`src/rtl/sdram_pwrup_pkg.sv`:
```
`timescale 1ns/1ps
package sdram_pwrup_pkg;

   typedef enum logic [2:0] {
      MC_IDLE   = 3'd0,
      MC_NOP    = 3'd1,
      MC_PRECHG = 3'd2,
      MC_MRS    = 3'd3,
      MC_CBR    = 3'd6,
      MC_NORMAL = 3'd7
   } mode_e;

   typedef enum logic [1:0] {
      ST_IDLE,
      ST_ACC0,
      ST_ACC1,
      ST_WAIT
   } seq_state_e;

   function automatic mode_e succ_mode(mode_e m);
      case (m)
         MC_NOP:    return MC_PRECHG;
         MC_PRECHG: return MC_CBR;
         MC_CBR:    return MC_MRS;
         MC_MRS:    return MC_NORMAL;
         default:   return MC_NOP;
      endcase
   endfunction

   function automatic logic legal_step(mode_e from_m, mode_e to_m);
      return (to_m == MC_NOP) || (to_m == succ_mode(from_m));
   endfunction

endpackage

```
`src/rtl/sdram_us_timer.sv`:
```
`timescale 1ns/1ps
module sdram_us_timer #(
   parameter int CYC_PER_US = 133,
   parameter int US_W       = 8
) (
   input  logic            clk,
   input  logic            rst_n,
   input  logic            load,
   input  logic [US_W-1:0] load_us,
   input  logic            tick,
   output logic            expire
);

   logic            active_q;
   logic [US_W-1:0] us_q;
   logic            us_pulse;

   generate
      if (CYC_PER_US == 1) begin : g_direct
         assign us_pulse = tick;
      end else begin : g_prescale
         localparam int PW = $clog2(CYC_PER_US);
         localparam logic [PW-1:0] PRE_LAST = PW'(CYC_PER_US - 1);
         logic [PW-1:0] pre_q;
         always_ff @(posedge clk or negedge rst_n) begin
            if (!rst_n)                 pre_q <= '0;
            else if (load)              pre_q <= '0;
            else if (active_q && tick)  pre_q <= (pre_q == PRE_LAST) ? '0 : pre_q + 1'b1;
         end
         assign us_pulse = tick && (pre_q == PRE_LAST);
      end
   endgenerate

   assign expire = active_q && us_pulse && (us_q == US_W'(1));

   always_ff @(posedge clk or negedge rst_n) begin
      if (!rst_n) begin
         active_q <= 1'b0;
         us_q     <= '0;
      end else if (load) begin
         active_q <= 1'b1;
         us_q     <= load_us;
      end else if (active_q && us_pulse) begin
         us_q <= us_q - 1'b1;
         if (us_q == US_W'(1)) active_q <= 1'b0;
      end
   end

   assert_count_live_R4: assert property (@(posedge clk) disable iff (!rst_n)
      active_q |-> (us_q != '0));
   assert_load_when_free_R4: assert property (@(posedge clk) disable iff (!rst_n)
      load |-> !active_q);
   assert_expire_ends_R4: assert property (@(posedge clk) disable iff (!rst_n)
      expire |=> !active_q);

endmodule

```
`src/rtl/sdram_acc_gen.sv`:
```
`timescale 1ns/1ps
module sdram_acc_gen
   import sdram_pwrup_pkg::*;
#(
   parameter int AW         = 32,
   parameter int MRS_OFFSET = 'h1D0
) (
   input  logic [2:0]    mode,
   input  logic          phase,
   input  logic [AW-1:0] row_base,
   output logic [AW-1:0] addr
);

   logic [AW-1:0] base_sel;
   logic [AW-1:0] ofs_sel;

   always_comb begin
      base_sel = phase ? row_base : '0;
      ofs_sel  = (mode == 3'(MC_MRS)) ? AW'(MRS_OFFSET) : '0;
      addr     = base_sel + ofs_sel;
   end

endmodule

```
`src/rtl/sdram_seq_fsm.sv`:
```
`timescale 1ns/1ps
module sdram_seq_fsm
   import sdram_pwrup_pkg::*;
#(
   parameter int REF_LOOPS = 8,
   parameter int NOP_US    = 200,
   parameter int PRE_US    = 1,
   parameter int REF_US    = 1,
   parameter int MRS_US    = 2,
   parameter int NRM_US    = 1,
   parameter int US_W      = 8,
   parameter int RF_W      = 3,
   parameter int REF_CODE  = 1
) (
   input  logic            clk,
   input  logic            rst_n,
   input  logic            start,
   input  logic            expire,
   output logic            load,
   output logic [US_W-1:0] load_us,
   output logic [2:0]      mode,
   output logic            acc_strobe,
   output logic            acc_phase,
   output logic [RF_W-1:0] rfsh,
   output logic            ic,
   output logic            done
);

   localparam int IT_W = $clog2(REF_LOOPS + 1);
   localparam logic [IT_W-1:0] IT_LAST = IT_W'(REF_LOOPS);

   seq_state_e      state_q;
   mode_e           mode_q;
   logic [IT_W-1:0] iter_q;
   logic            done_q;
   logic            ic_q;
   logic [RF_W-1:0] rfsh_q;
   logic            cbr_cmd_pair;

   assign cbr_cmd_pair = (mode_q == MC_CBR) && (iter_q == '0);
   assign load         = (state_q == ST_ACC1) && !cbr_cmd_pair;
   assign acc_strobe   = (state_q == ST_ACC0) || (state_q == ST_ACC1);
   assign acc_phase    = (state_q == ST_ACC1);
   assign mode         = mode_q;
   assign rfsh         = rfsh_q;
   assign ic           = ic_q;
   assign done         = done_q;

   always_comb begin
      case (mode_q)
         MC_NOP:    load_us = US_W'(NOP_US);
         MC_PRECHG: load_us = US_W'(PRE_US);
         MC_CBR:    load_us = US_W'(REF_US);
         MC_MRS:    load_us = US_W'(MRS_US);
         default:   load_us = US_W'(NRM_US);
      endcase
   end

   always_ff @(posedge clk or negedge rst_n) begin
      if (!rst_n) begin
         state_q <= ST_IDLE;
         mode_q  <= MC_IDLE;
         iter_q  <= '0;
         done_q  <= 1'b0;
         ic_q    <= 1'b0;
         rfsh_q  <= '0;
      end else begin
         case (state_q)
            ST_IDLE: begin
               if (start) begin
                  state_q <= ST_ACC0;
                  mode_q  <= MC_NOP;
                  iter_q  <= '0;
                  done_q  <= 1'b0;
                  ic_q    <= 1'b0;
                  rfsh_q  <= '0;
               end
            end
            ST_ACC0: state_q <= ST_ACC1;
            ST_ACC1: begin
               if (cbr_cmd_pair) begin
                  iter_q  <= iter_q + 1'b1;
                  state_q <= ST_ACC0;
               end else begin
                  state_q <= ST_WAIT;
               end
            end
            ST_WAIT: begin
               if (expire) begin
                  if ((mode_q == MC_CBR) && (iter_q < IT_LAST)) begin
                     iter_q  <= iter_q + 1'b1;
                     state_q <= ST_ACC0;
                  end else if (mode_q == MC_NORMAL) begin
                     state_q <= ST_IDLE;
                     done_q  <= 1'b1;
                  end else begin
                     mode_q  <= succ_mode(mode_q);
                     state_q <= ST_ACC0;
                     iter_q  <= '0;
                     if (succ_mode(mode_q) == MC_NORMAL) begin
                        rfsh_q <= RF_W'(REF_CODE);
                        ic_q   <= 1'b1;
                     end
                  end
               end
            end
         endcase
      end
   end

   assert_mode_order_R2: assert property (@(posedge clk) disable iff (!rst_n)
      !$stable(mode_q) |-> legal_step($past(mode_q), mode_q));
   assert_pair_len_R3: assert property (@(posedge clk) disable iff (!rst_n)
      (acc_strobe && !acc_phase) |=> (acc_strobe && acc_phase));
   assert_iter_bound_R5: assert property (@(posedge clk) disable iff (!rst_n)
      iter_q <= IT_LAST);
   assert_iter_clear_R5: assert property (@(posedge clk) disable iff (!rst_n)
      (mode_q != MC_CBR) |-> (iter_q == '0));
   assert_normal_flags_R6: assert property (@(posedge clk) disable iff (!rst_n)
      ic_q |-> ((mode_q == MC_NORMAL) && (rfsh_q == RF_W'(REF_CODE))));
   assert_flags_low_R6: assert property (@(posedge clk) disable iff (!rst_n)
      (mode_q != MC_NORMAL) |-> (!ic_q && (rfsh_q == '0)));
   assert_done_quiet_R7: assert property (@(posedge clk) disable iff (!rst_n)
      done_q |-> (!acc_strobe && (mode_q == MC_NORMAL)));
   assert_busy_start_R8: assert property (@(posedge clk) disable iff (!rst_n)
      (start && acc_strobe && !acc_phase) |=> (acc_strobe && acc_phase && $stable(mode_q)));

endmodule

```
`src/rtl/sdram_pwrup_seq.sv`:
```
`timescale 1ns/1ps
module sdram_pwrup_seq #(
   parameter int AW          = 32,
   parameter int CYC_PER_US  = 133,
   parameter int REF_LOOPS   = 8,
   parameter int NOP_WAIT_US = 200,
   parameter int PRE_WAIT_US = 1,
   parameter int REF_WAIT_US = 1,
   parameter int MRS_WAIT_US = 2,
   parameter int NRM_WAIT_US = 1,
   parameter int MRS_OFFSET  = 'h1D0,
   parameter int RF_W        = 3,
   parameter int REF_CODE    = 1
) (
   input  logic            clk,
   input  logic            rst_n,
   input  logic            start,
   input  logic            us_tick,
   input  logic [AW-1:0]   row_base,
   output logic [2:0]      mode_code,
   output logic            acc_strobe,
   output logic [AW-1:0]   acc_addr,
   output logic [RF_W-1:0] rfsh_mode,
   output logic            init_cmplt,
   output logic            done
);

   localparam int MAX_A  = (NOP_WAIT_US > PRE_WAIT_US) ? NOP_WAIT_US : PRE_WAIT_US;
   localparam int MAX_B  = (REF_WAIT_US > MRS_WAIT_US) ? REF_WAIT_US : MRS_WAIT_US;
   localparam int MAX_AB = (MAX_A > MAX_B) ? MAX_A : MAX_B;
   localparam int MAX_US = (MAX_AB > NRM_WAIT_US) ? MAX_AB : NRM_WAIT_US;
   localparam int US_W   = $clog2(MAX_US + 1);

   generate
      if (CYC_PER_US < 1) begin : g_chk_cyc
         $error("CYC_PER_US must be at least 1");
      end
      if (REF_LOOPS < 1) begin : g_chk_loops
         $error("REF_LOOPS must be at least 1");
      end
      if (NOP_WAIT_US < 1 || PRE_WAIT_US < 1 || REF_WAIT_US < 1 ||
          MRS_WAIT_US < 1 || NRM_WAIT_US < 1) begin : g_chk_wait
         $error("every wait must be at least 1 us");
      end
      if (AW < 12 || MRS_OFFSET >= (1 << 12) || MRS_OFFSET < 0) begin : g_chk_aw
         $error("address must hold the mode-load offset");
      end
      if (REF_CODE < 1 || REF_CODE >= (1 << RF_W)) begin : g_chk_ref
         $error("REF_CODE must be nonzero and fit RF_W");
      end
   endgenerate

   logic            load;
   logic [US_W-1:0] load_us;
   logic            expire;
   logic            acc_phase;

   sdram_seq_fsm #(
      .REF_LOOPS (REF_LOOPS),
      .NOP_US    (NOP_WAIT_US),
      .PRE_US    (PRE_WAIT_US),
      .REF_US    (REF_WAIT_US),
      .MRS_US    (MRS_WAIT_US),
      .NRM_US    (NRM_WAIT_US),
      .US_W      (US_W),
      .RF_W      (RF_W),
      .REF_CODE  (REF_CODE)
   ) u_fsm (
      .clk        (clk),
      .rst_n      (rst_n),
      .start      (start),
      .expire     (expire),
      .load       (load),
      .load_us    (load_us),
      .mode       (mode_code),
      .acc_strobe (acc_strobe),
      .acc_phase  (acc_phase),
      .rfsh       (rfsh_mode),
      .ic         (init_cmplt),
      .done       (done)
   );

   sdram_us_timer #(
      .CYC_PER_US (CYC_PER_US),
      .US_W       (US_W)
   ) u_timer (
      .clk     (clk),
      .rst_n   (rst_n),
      .load    (load),
      .load_us (load_us),
      .tick    (us_tick),
      .expire  (expire)
   );

   sdram_acc_gen #(
      .AW         (AW),
      .MRS_OFFSET (MRS_OFFSET)
   ) u_acc (
      .mode     (mode_code),
      .phase    (acc_phase),
      .row_base (row_base),
      .addr     (acc_addr)
   );

   assert_strobe_idle_R1: assert property (@(posedge clk) disable iff (!rst_n)
      (mode_code == 3'd0) |-> (!acc_strobe && !done));

endmodule

```
`config.mk`:
```
export PLATFORM = sky130hd
export DESIGN_NAME = sdram_pwrup_seq
export DESIGN_NICKNAME = d
export VERILOG_FILES = /design/src/rtl/sdram_pwrup_pkg.sv /design/src/rtl/sdram_us_timer.sv /design/src/rtl/sdram_acc_gen.sv /design/src/rtl/sdram_seq_fsm.sv /design/src/rtl/sdram_pwrup_seq.sv
export SDC_FILE = /design/constraint.sdc
export NUM_CORES = 1
export LEC_CHECK = 0
export BUFFER_PORTS_ARGS = -buffer_cell sky130_fd_sc_hd__buf_2
export CORE_MARGIN = 2
export CORE_UTILIZATION = 28
export CTS_BUF_LIST = sky130_fd_sc_hd__clkbuf_8
export DETAILED_ROUTE_END_ITERATION = 6
export MAX_ROUTING_LAYER = met4
export PLACE_DENSITY = 0.46
export SLEW_MARGIN = 20
export SYNTH_ARGS = -nofsm -noshare
export SYNTH_HDL_FRONTEND = slang
export SYNTH_SLANG_ARGS = --single-unit
export TNS_END_PERCENT = 10
```
`constraint.sdc`:
```
create_clock -name clk -period 8.71 [get_ports clk]
set_clock_uncertainty 0.05 [all_clocks]
set_input_delay 0.871 -clock clk [delete_from_list [all_inputs] [get_ports clk]]
set_output_delay 0.871 -clock clk [all_outputs]
set_load 0.1 [all_outputs]
```
-- After elaboration in Yosys (flattened, before gate mapping)
Cells that the tools add are included.
- add/subtract/negate cells: 4
- magnitude comparators: 1
- eq/ne operators: 19
- multiplexer cells: 46
- reduce and logical (&&, ||, !) cells: 22
- operators by type and width (cell ; count):
    2-to-1 mux 8 bit ; 5
    adder 32 bit ; 1
    2-to-1 mux 32 bit ; 1
    2-to-1 mux 3 bit ; 10
    2-to-1 mux 4 bit ; 5
    one-hot mux 8 bit (2 select lines) ; 1
    AND reduction 5 bit ; 3
    2-to-1 mux 1 bit ; 12
    one-hot mux 3 bit (2 select lines) ; 2
    one-hot mux 3 bit (4 select lines) ; 1
    one-hot mux 4 bit (3 select lines) ; 1
    inequality test 2 bit, second input constant ; 5
    == test 3 bit, second input constant ; 3
    2-to-1 mux 9 bit ; 1
    adder 8 x 1 -> 8 bit, second input constant ; 1
    == test 8 x 1 -> 1 bit, second input constant ; 1
    == test 8 bit, second input constant ; 1
    2-to-1 mux 2 bit ; 4
    one-hot mux 2 bit (4 select lines) ; 1
    nonzero test 2 bit ; 4
    subtractor 8 x 1 -> 8 bit, second input constant ; 1
    logical AND 1 bit ; 7
    == test 3 x 2 -> 1 bit, second input constant ; 2
    AND reduction 6 bit ; 1
    14 further kinds ; 18
- flip-flop bits (word level): 31
- input port bits: 36
- output and inout bits: 41
- word-level logic and storage cells: 101

-- Logic depth before layout (Yosys ltp)
Gate-level depths: netlist (run 1).
- depth after elaboration: 12
- mapped depth: 12
- gate-level depth less buffers: 10

-- Cells and area by module
A second synthesis (run 1) with hierarchy kept.
- cells, all modules: 348
- area total of the unflattened synthesis: 2805.2 um^2
- by module, submodules not included (module ; instances ; cells each ; area an instance (um^2) ; sequential area each (um^2)):
    sdram_acc_gen ; 1 ; 159 ; 1029.7 ; 0.0
    sdram_us_timer ; 1 ; 107 ; 1008.5 ; 425.4
    sdram_seq_fsm ; 1 ; 82 ; 767.0 ; 275.3

-- Worst setup path after synthesis (run 1)
OpenSTA, ideal clock, no wires.
- path kind: flip-flop to output port
- start: register u_fsm.mode_q[1] (netlist: u_fsm.mode[1])
- end: output acc_addr[23]
- arrival time: 4599 ps
- required time: 7789 ps
- setup slack: 3190 ps
- cell stages (with the launch flop): 11
- path buffers: 3
- path through: dfrtp_1 -> buf_6 -> nand3b_1 -> inv_1 -> buf_2 -> ha_1 -> a21oi_1 -> inv_1 -> o31ai_1 -> buf_2 -> o31ai_1
- cells in the longest elaborated chain, start to end: 3
- RTL lines (what ; line ; RTL):
    start: declaration ; sdram_seq_fsm.sv:33 ; mode_e mode_q;
    start signal: assignment ; sdram_seq_fsm.sv:97 ; mode_q <= succ_mode(mode_q);
    == test 3 x 2 -> 1 bit ; sdram_acc_gen.sv:19 ; ofs_sel = (mode == 3'(MC_MRS)) ? AW'(MRS_OFFSET) : '0;
    2-to-1 mux 9 bit ; sdram_acc_gen.sv:19 ;
    adder 32 bit ; sdram_acc_gen.sv:20 ; addr = base_sel + ofs_sel;
    end: declaration ; sdram_pwrup_seq.sv:22 ; output logic [AW-1:0] acc_addr,
No other way between the ends.

-- Worst setup path in the final report (run 1)
- start: register u_fsm.state_q[0]
- end: output acc_addr[30]
- cells in the longest elaborated chain, start to end: 3
- RTL lines (what ; line ; RTL):
    start: declaration ; sdram_seq_fsm.sv:32 ; seq_state_e state_q;
    start signal: assignment ; sdram_seq_fsm.sv:61 ; state_q <= ST_IDLE;
    start signal: assignment ; sdram_seq_fsm.sv:71 ; state_q <= ST_ACC0;
    start signal: assignment ; sdram_seq_fsm.sv:79 ; ST_ACC0: state_q <= ST_ACC1;
    == test 2 bit ; sdram_seq_fsm.sv:43 ; assign acc_phase = (state_q == ST_ACC1);
    2-to-1 mux 32 bit ; sdram_acc_gen.sv:18 ; base_sel = phase ? row_base : '0;
    adder 32 bit ; sdram_acc_gen.sv:20 ;
No other way between the ends.

==> reports/metrics.csv, run 1 <==
metric,value,unit
status,"complete, no violations",
# Post-CTS Setup Buffers,0,
fmax,216,MHz
first-pass GRT wire length,11700,um
Pleak,1.49,nW
#FFs+latches synth,28,
PD cells,278,mW/mm^2
Core Footprint,0.00968,sq mm
Synth area leaders,"dfrtp_1, ha_1, nand2_1",
post-synthesis sequential area ratio,25.4,%
drt first pass iters,4,
Sink Count,28,
die width,103,um
later-pin clock latency in the skew report,0.28,ns
initial antenna violation count,0,
hpwl dp,5670,um
CP Class,reg -> out,
Root Driver,clkbuf_8,
post-DR vias/cell,4.95,
gpl congestion,0.864,
Residual DRC,0,
post-synthesis async set-or-reset flop share,100,%
row cnt,36,
Tmin final,4.62,ns
TritonCTS clock tree,done,
Syn Inst Count,352,
io pins,77,
total global routing overflow,0,
Fin. Hold Viols,0,
final setup vio count,0,
worst slew pin tran,0.654,ns
initial core utilization,28.5,%
"commonest non-fill, non-tap cell in the layout",buf_2,
cell taking the most area after synthesis,dfrtp_1,
# diodes,0,
Pwr Total,0.923,mW
die area,0.0107,sq mm
largest net degree at the start of global routing,44,
nets,470,
cts bufs inserted,3,
global-route track usage on met1,18.9,%
GRT Resource Usage Total,14.0,%
Yosys cell types,66,
Post-synth EDFFs,0,
Tcrit/Tclk final,53.1,%
hold path start,u_timer.active_q,
crit path from,u_fsm.state_q[0],
slew margin rel.,56.4,%
Routed WL per cell,13.2,um
setup_tns,0,ns
CTS max path bufs,2,
DR iter-0 viols,63,
vias in the first global route,2451,
die height,103,um
final instance area,0.00333,sq mm
number of max-cap violations,0,
unrepaired setup endpoints after global routing,no,
share of layout cells above drive strength 1,23.4,%
Worst EP required,7.79,ns
Final Max Slew Viols,0,
"Core Util, Final",34.3,%
GRT busiest layer,met2,
Routed WL,7300,um
synth warn,0,
Worst-path clk slew,0.11,ns
CP Max Fanout,43,
CP endpoint kind,primary output,
ys flop type,dfrtp_1,
I/O Buffers,74,
met2 Track Usage GR,22.7,%
Post-DRT Antenna Nets,0,
syn_area_per_cell,7.85,sq um
placed cell area,0.00325,sq mm
Synth Cell Area,0.00276,sq mm
Area growth syn-to-layout,20.3,%
vias post-DR,2725,
H-Tree Depth,1,
Peak supply drop,0.0846,mV
post_cts resized,0,
M3 GR Usage,1.41,%
worst min path class,reg -> reg,
startpoint types,register,
CTS Hold Bufs,0,
"commonest cells after routing, fill and taps aside","buf_2, nand2_1, dfrtp_1, a21oi_1, nor2_1",
worst r2r src,u_fsm.state_q[0],
CP Data Arrival Time,3.70,ns
post-synth top area share,25.4,%
-- critical path, cell delays in order, from the launching register on --
cell	delay, ns
dfrtp_1	0.42
inv_1	0.14
ha_1	0.17
buf_4	0.35
and2_1	0.19
ha_1	0.24
and3_1	0.19
a2111oi_0	0.57
a211o_1	0.37
a21oi_1	0.14
mux2i_1	0.19
buf_2	0.45
-- sequential cells by signal (all words and copies together) (netlist names) --
name	flops
u_timer.g_prescale.pre_q	8
u_fsm.done	1
u_fsm.mode	3
u_fsm.iter_q	4
u_fsm.rfsh	1
u_fsm.state_q	2
u_timer.active_q	1
u_timer.us_q	8
-- cell families (layout without fill, tap and decap cells) --
kind of cell	Yosys count	count (layout)	share of synthesized area (%)
and+or+nand+nor	151	151	30.0
AOI/OAI and AO/OA	88	88	20.9
buffers and inverters	37	102	5.84
DFF	28	28	25.4
xor gates and xnor gates	19	19	6.02
adders and majority gates	16	16	7.15
muxes	12	12	4.57
other	1	2	0.136
-- Yosys cell counts, types with 4 or more instances --
cell,count
and2_1,12
or3_1,5
xnor2_1,8
a211oi_1,5
dfrtp_1,28
nand4_1,10
clkbuf_1,7
mux2i_1,10
nor3_1,9
o21ai_0,17
nor4_1,4
o31ai_1,6
a21oi_1,27
a31oi_1,4
or4_1,4
xor2_1,11
nor2_1,23
and3_1,4
nand2_1,40
ha_1,15
inv_1,22
nand2b_1,10
nand3_1,14
-- where the power goes --
group | total [mW] | switching, mW | leakage [nW] | internal (mW)
sequential | 0.184 | 0.0311 | 0.366 | 0.153
combinational | 0.632 | 0.494 | 1.08 | 0.138
clock | 0.106 | 0.0449 | 0.0357 | 0.0616
-- final cells by class --
type                    count  area [sq um]
inverters                  22          82.6
flip-flops and latches     28           701
clock inverters             1          30.0
repair buffers             76           385
multi-input cells         288          1920
fillers                  1050          6360
clock buffers               3          41.3
well taps                 133           166
-- worst paths after layout --
kind | to | slack (ns) | depth (start not counted)
hold / removal | u_timer.active_q | 0.46 | 2
setup reg to reg | u_fsm.iter_q[0] | 5.87 | 9
min in group asynchronous | u_timer.g_prescale.pre_q[7] | 0.55 | 1
setup / recovery | acc_addr[30] | 4.09 | 11
max in group asynchronous | u_fsm.rfsh[0] | 7.63 | 1
hold reg to reg | u_timer.active_q | 0.46 | 2
-- routing by layer --
metal  share of wire, %  vias up
met5                  0        -
met4               0.48        0
met3                4.6        2
met2                 44       69
met1                 51     1247
li1                   -     1407
-- stage by stage --
step	worst slack (ns)	cells	hold slack (ns)
after global routing	3.80	551	0.520
after global placement	4.29	547	0.440
after detailed placement	4.20	547	0.445
final	4.09	551	0.459
after floorplan	3.19	353	0.411
after CTS	3.88	551	0.471
No activity file was read; power rests on OpenSTA's default activity.
==> run 2: changes to the inputs <==
==> constraint.sdc (replaced) <==
create_clock -name clk -period 4.5 [get_ports clk]
set_clock_uncertainty 0.05 [all_clocks]
set_input_delay 0.45 -clock clk [delete_from_list [all_inputs] [get_ports clk]]
set_output_delay 0.45 -clock clk [all_outputs]
set_load 0.1 [all_outputs]
==> run 2 against run 1 <==
Design area up 9.7%. Non-clock buffer count grew 4. Clock-buffer cell count up 1. Core utilization increased by 3.3 points. Global-route usage increased by 1.0 points. Clock power rose by 52%. Cell count grew 0.73%. Sequential cell count stayed put. Hold slack worse by 0.31 ns. Setup slack worse by 3.7 ns. Critical path type unchanged.
==> reports/metrics.csv, run 2 (same netlist as run 1, synthesis figures left out) <==
metric,value,unit,change
largest net degree at the start of global routing,29,,-34%
startpoint types,register,,
CTS Hold Bufs,0,,unchanged
status,"complete, no violations",,
io pins,77,,unchanged
# diodes,0,,unchanged
hpwl dp,6090,um,+7.5%
Worst-path clk slew,0.10,ns,about the same
Regs by FF count,"u_timer.g_prescale.pre_q: 8 flops, u_timer.us_q: 8 flops, u_fsm.iter_q: 4 flops",,
worst min path class,in -> async,,
pre-CTS setup slack,0.720,ns,-3.48 ns
cts bufs inserted,3,,unchanged
GRT Resource Usage Total,15.0,%,+1.0 points
CP Class,reg -> out,,
die height,103,um,unchanged
CP Data Arrival Time,3.57,ns,-0.13 ns
total global routing overflow,0,,unchanged
setup_tns,0,ns,unchanged
I/O Buffers,74,,unchanged
Root Driver,clkbuf_8,,
Final Max Slew Viols,0,,unchanged
share of layout cells above drive strength 1,24.6,%,+1.2 points
Residual DRC,0,,unchanged
Core Footprint,0.00968,sq mm,unchanged
Pleak,1.56,nW,+5.0%
Pwr Total,1.93,mW,+110%
Tmin final,4.07,ns,
TritonCTS clock tree,done,,
worst slew pin tran,0.658,ns,+0.00449 ns
initial core utilization,28.5,%,unchanged
PD cells,528,mW/mm^2,+90%
first-pass GRT wire length,12700,um,+8.1%
Post-DRT Antenna Nets,0,,unchanged
DR iter-0 viols,176,,+180%
Fin. Hold Viols,0,,unchanged
nets,474,,+0.85%
Worst EP required,4.00,ns,-3.79 ns
final non-filler cell total,555,,+0.73%
CP endpoint kind,primary output,,
Sink Count,28,,unchanged
CP Max Fanout,14,,-67%
Tcrit/Tclk final,90.4,%,
Area growth syn-to-layout,32.0,%,
Final Worst Setup Slack,0.433,ns,-3.65 ns
CTS max path bufs,2,,unchanged
final setup vio count,0,,unchanged
vias post-DR,2832,,+3.9%
initial antenna violation count,0,,unchanged
die width,103,um,unchanged
post_cts resized,0,,unchanged
drt first pass iters,4,,unchanged
# Post-CTS Setup Buffers,0,,unchanged
fmax,246,MHz,
slew margin rel.,56.1,%,-0.30 points
later-pin clock latency in the skew report,0.27,ns,about the same
R2R Setup Slk,1.69,ns,-4.18 ns
vias in the first global route,2604,,+6.2%
die area,0.0107,sq mm,unchanged
Routed WL,7930,um,+8.6%
"commonest cells after routing, fill and taps aside","buf_2, nand2_1, dfrtp_1, a21oi_1, nor2_1",,
unrepaired setup endpoints after global routing,no,,
H-Tree Depth,1,,unchanged
row cnt,36,,unchanged
Placed Cells,551,,+0.73%
post-DR vias/cell,5.10,,+3.2%
Peak supply drop,0.178,mV,+110%
"commonest non-fill, non-tap cell in the layout",buf_2,,
Routed WL per cell,14.3,um,+7.8%
number of max-cap violations,0,,unchanged
gpl congestion,0.817,,-5.5%
==> run 2: cell types whose count changed in the layout (fill, tap and decap cells not counted), sizes merged <==
cell	before	now
buf	76	80
bufinv	1	0
clkbuf	3	4
==> run 2: worst max-delay path, stage by stage, from the launching register on <==
cell and delay [ns]:
dfrtp_1 0.48, nand3b_1 0.27, inv_1 0.38, ha_1 0.34, and3_1 0.19, a2111oi_0 0.55
a211oi_1 0.18, o21ai_0 0.38, mux2i_4 0.32, buf_12 0.20
==> run 2: cell type report <==
cell class	count	area, sq um
clock buffers	4	55.1
fillers	1009	6040
inverters	22	82.6
multi-input cells	288	1930
flip-flops and latches	28	701
well taps	133	166
repair buffers	80	716
==> run 2: power breakdown <==
part / total, mW / internal [mW] / switching (mW)
logic: 1.41 / 0.411 / 0.998
registers: 0.358 / 0.297 / 0.0611
clock network: 0.161 / 0.0784 / 0.0822
==> run 2: metal layers <==
metal,track usage (%),vias up,wire length (um)
li1,-,1411,-
met5,-,-,0
met3,1.61,4,305
met4,2.53,0,57
met1,20.5,1350,3930
met2,24.6,67,3640
==> run 2: final timing paths <==
check	cells past startpoint	from	to
max	9	u_fsm.mode[2]	acc_addr[14]
min	1	rst_n	u_fsm.done
max reg2reg	9	u_fsm.state_q[0]	u_fsm.iter_q[0]
min reg2reg	1	u_fsm.done	u_fsm.done
max in group asynchronous	1	rst_n	u_timer.us_q[7]
min in group clk	1	u_fsm.done	u_fsm.done
==> run 2: per-stage QoR <==
step                util [%]  hold WS, ns  area, sq um
floorplan                  -        0.104         2790
global placement        37.1        0.463         3590
detailed placement      37.1        0.463         3590
CTS                     37.7        0.170         3650
global route            37.7        0.194         3650
finish                  37.7        0.145         3650
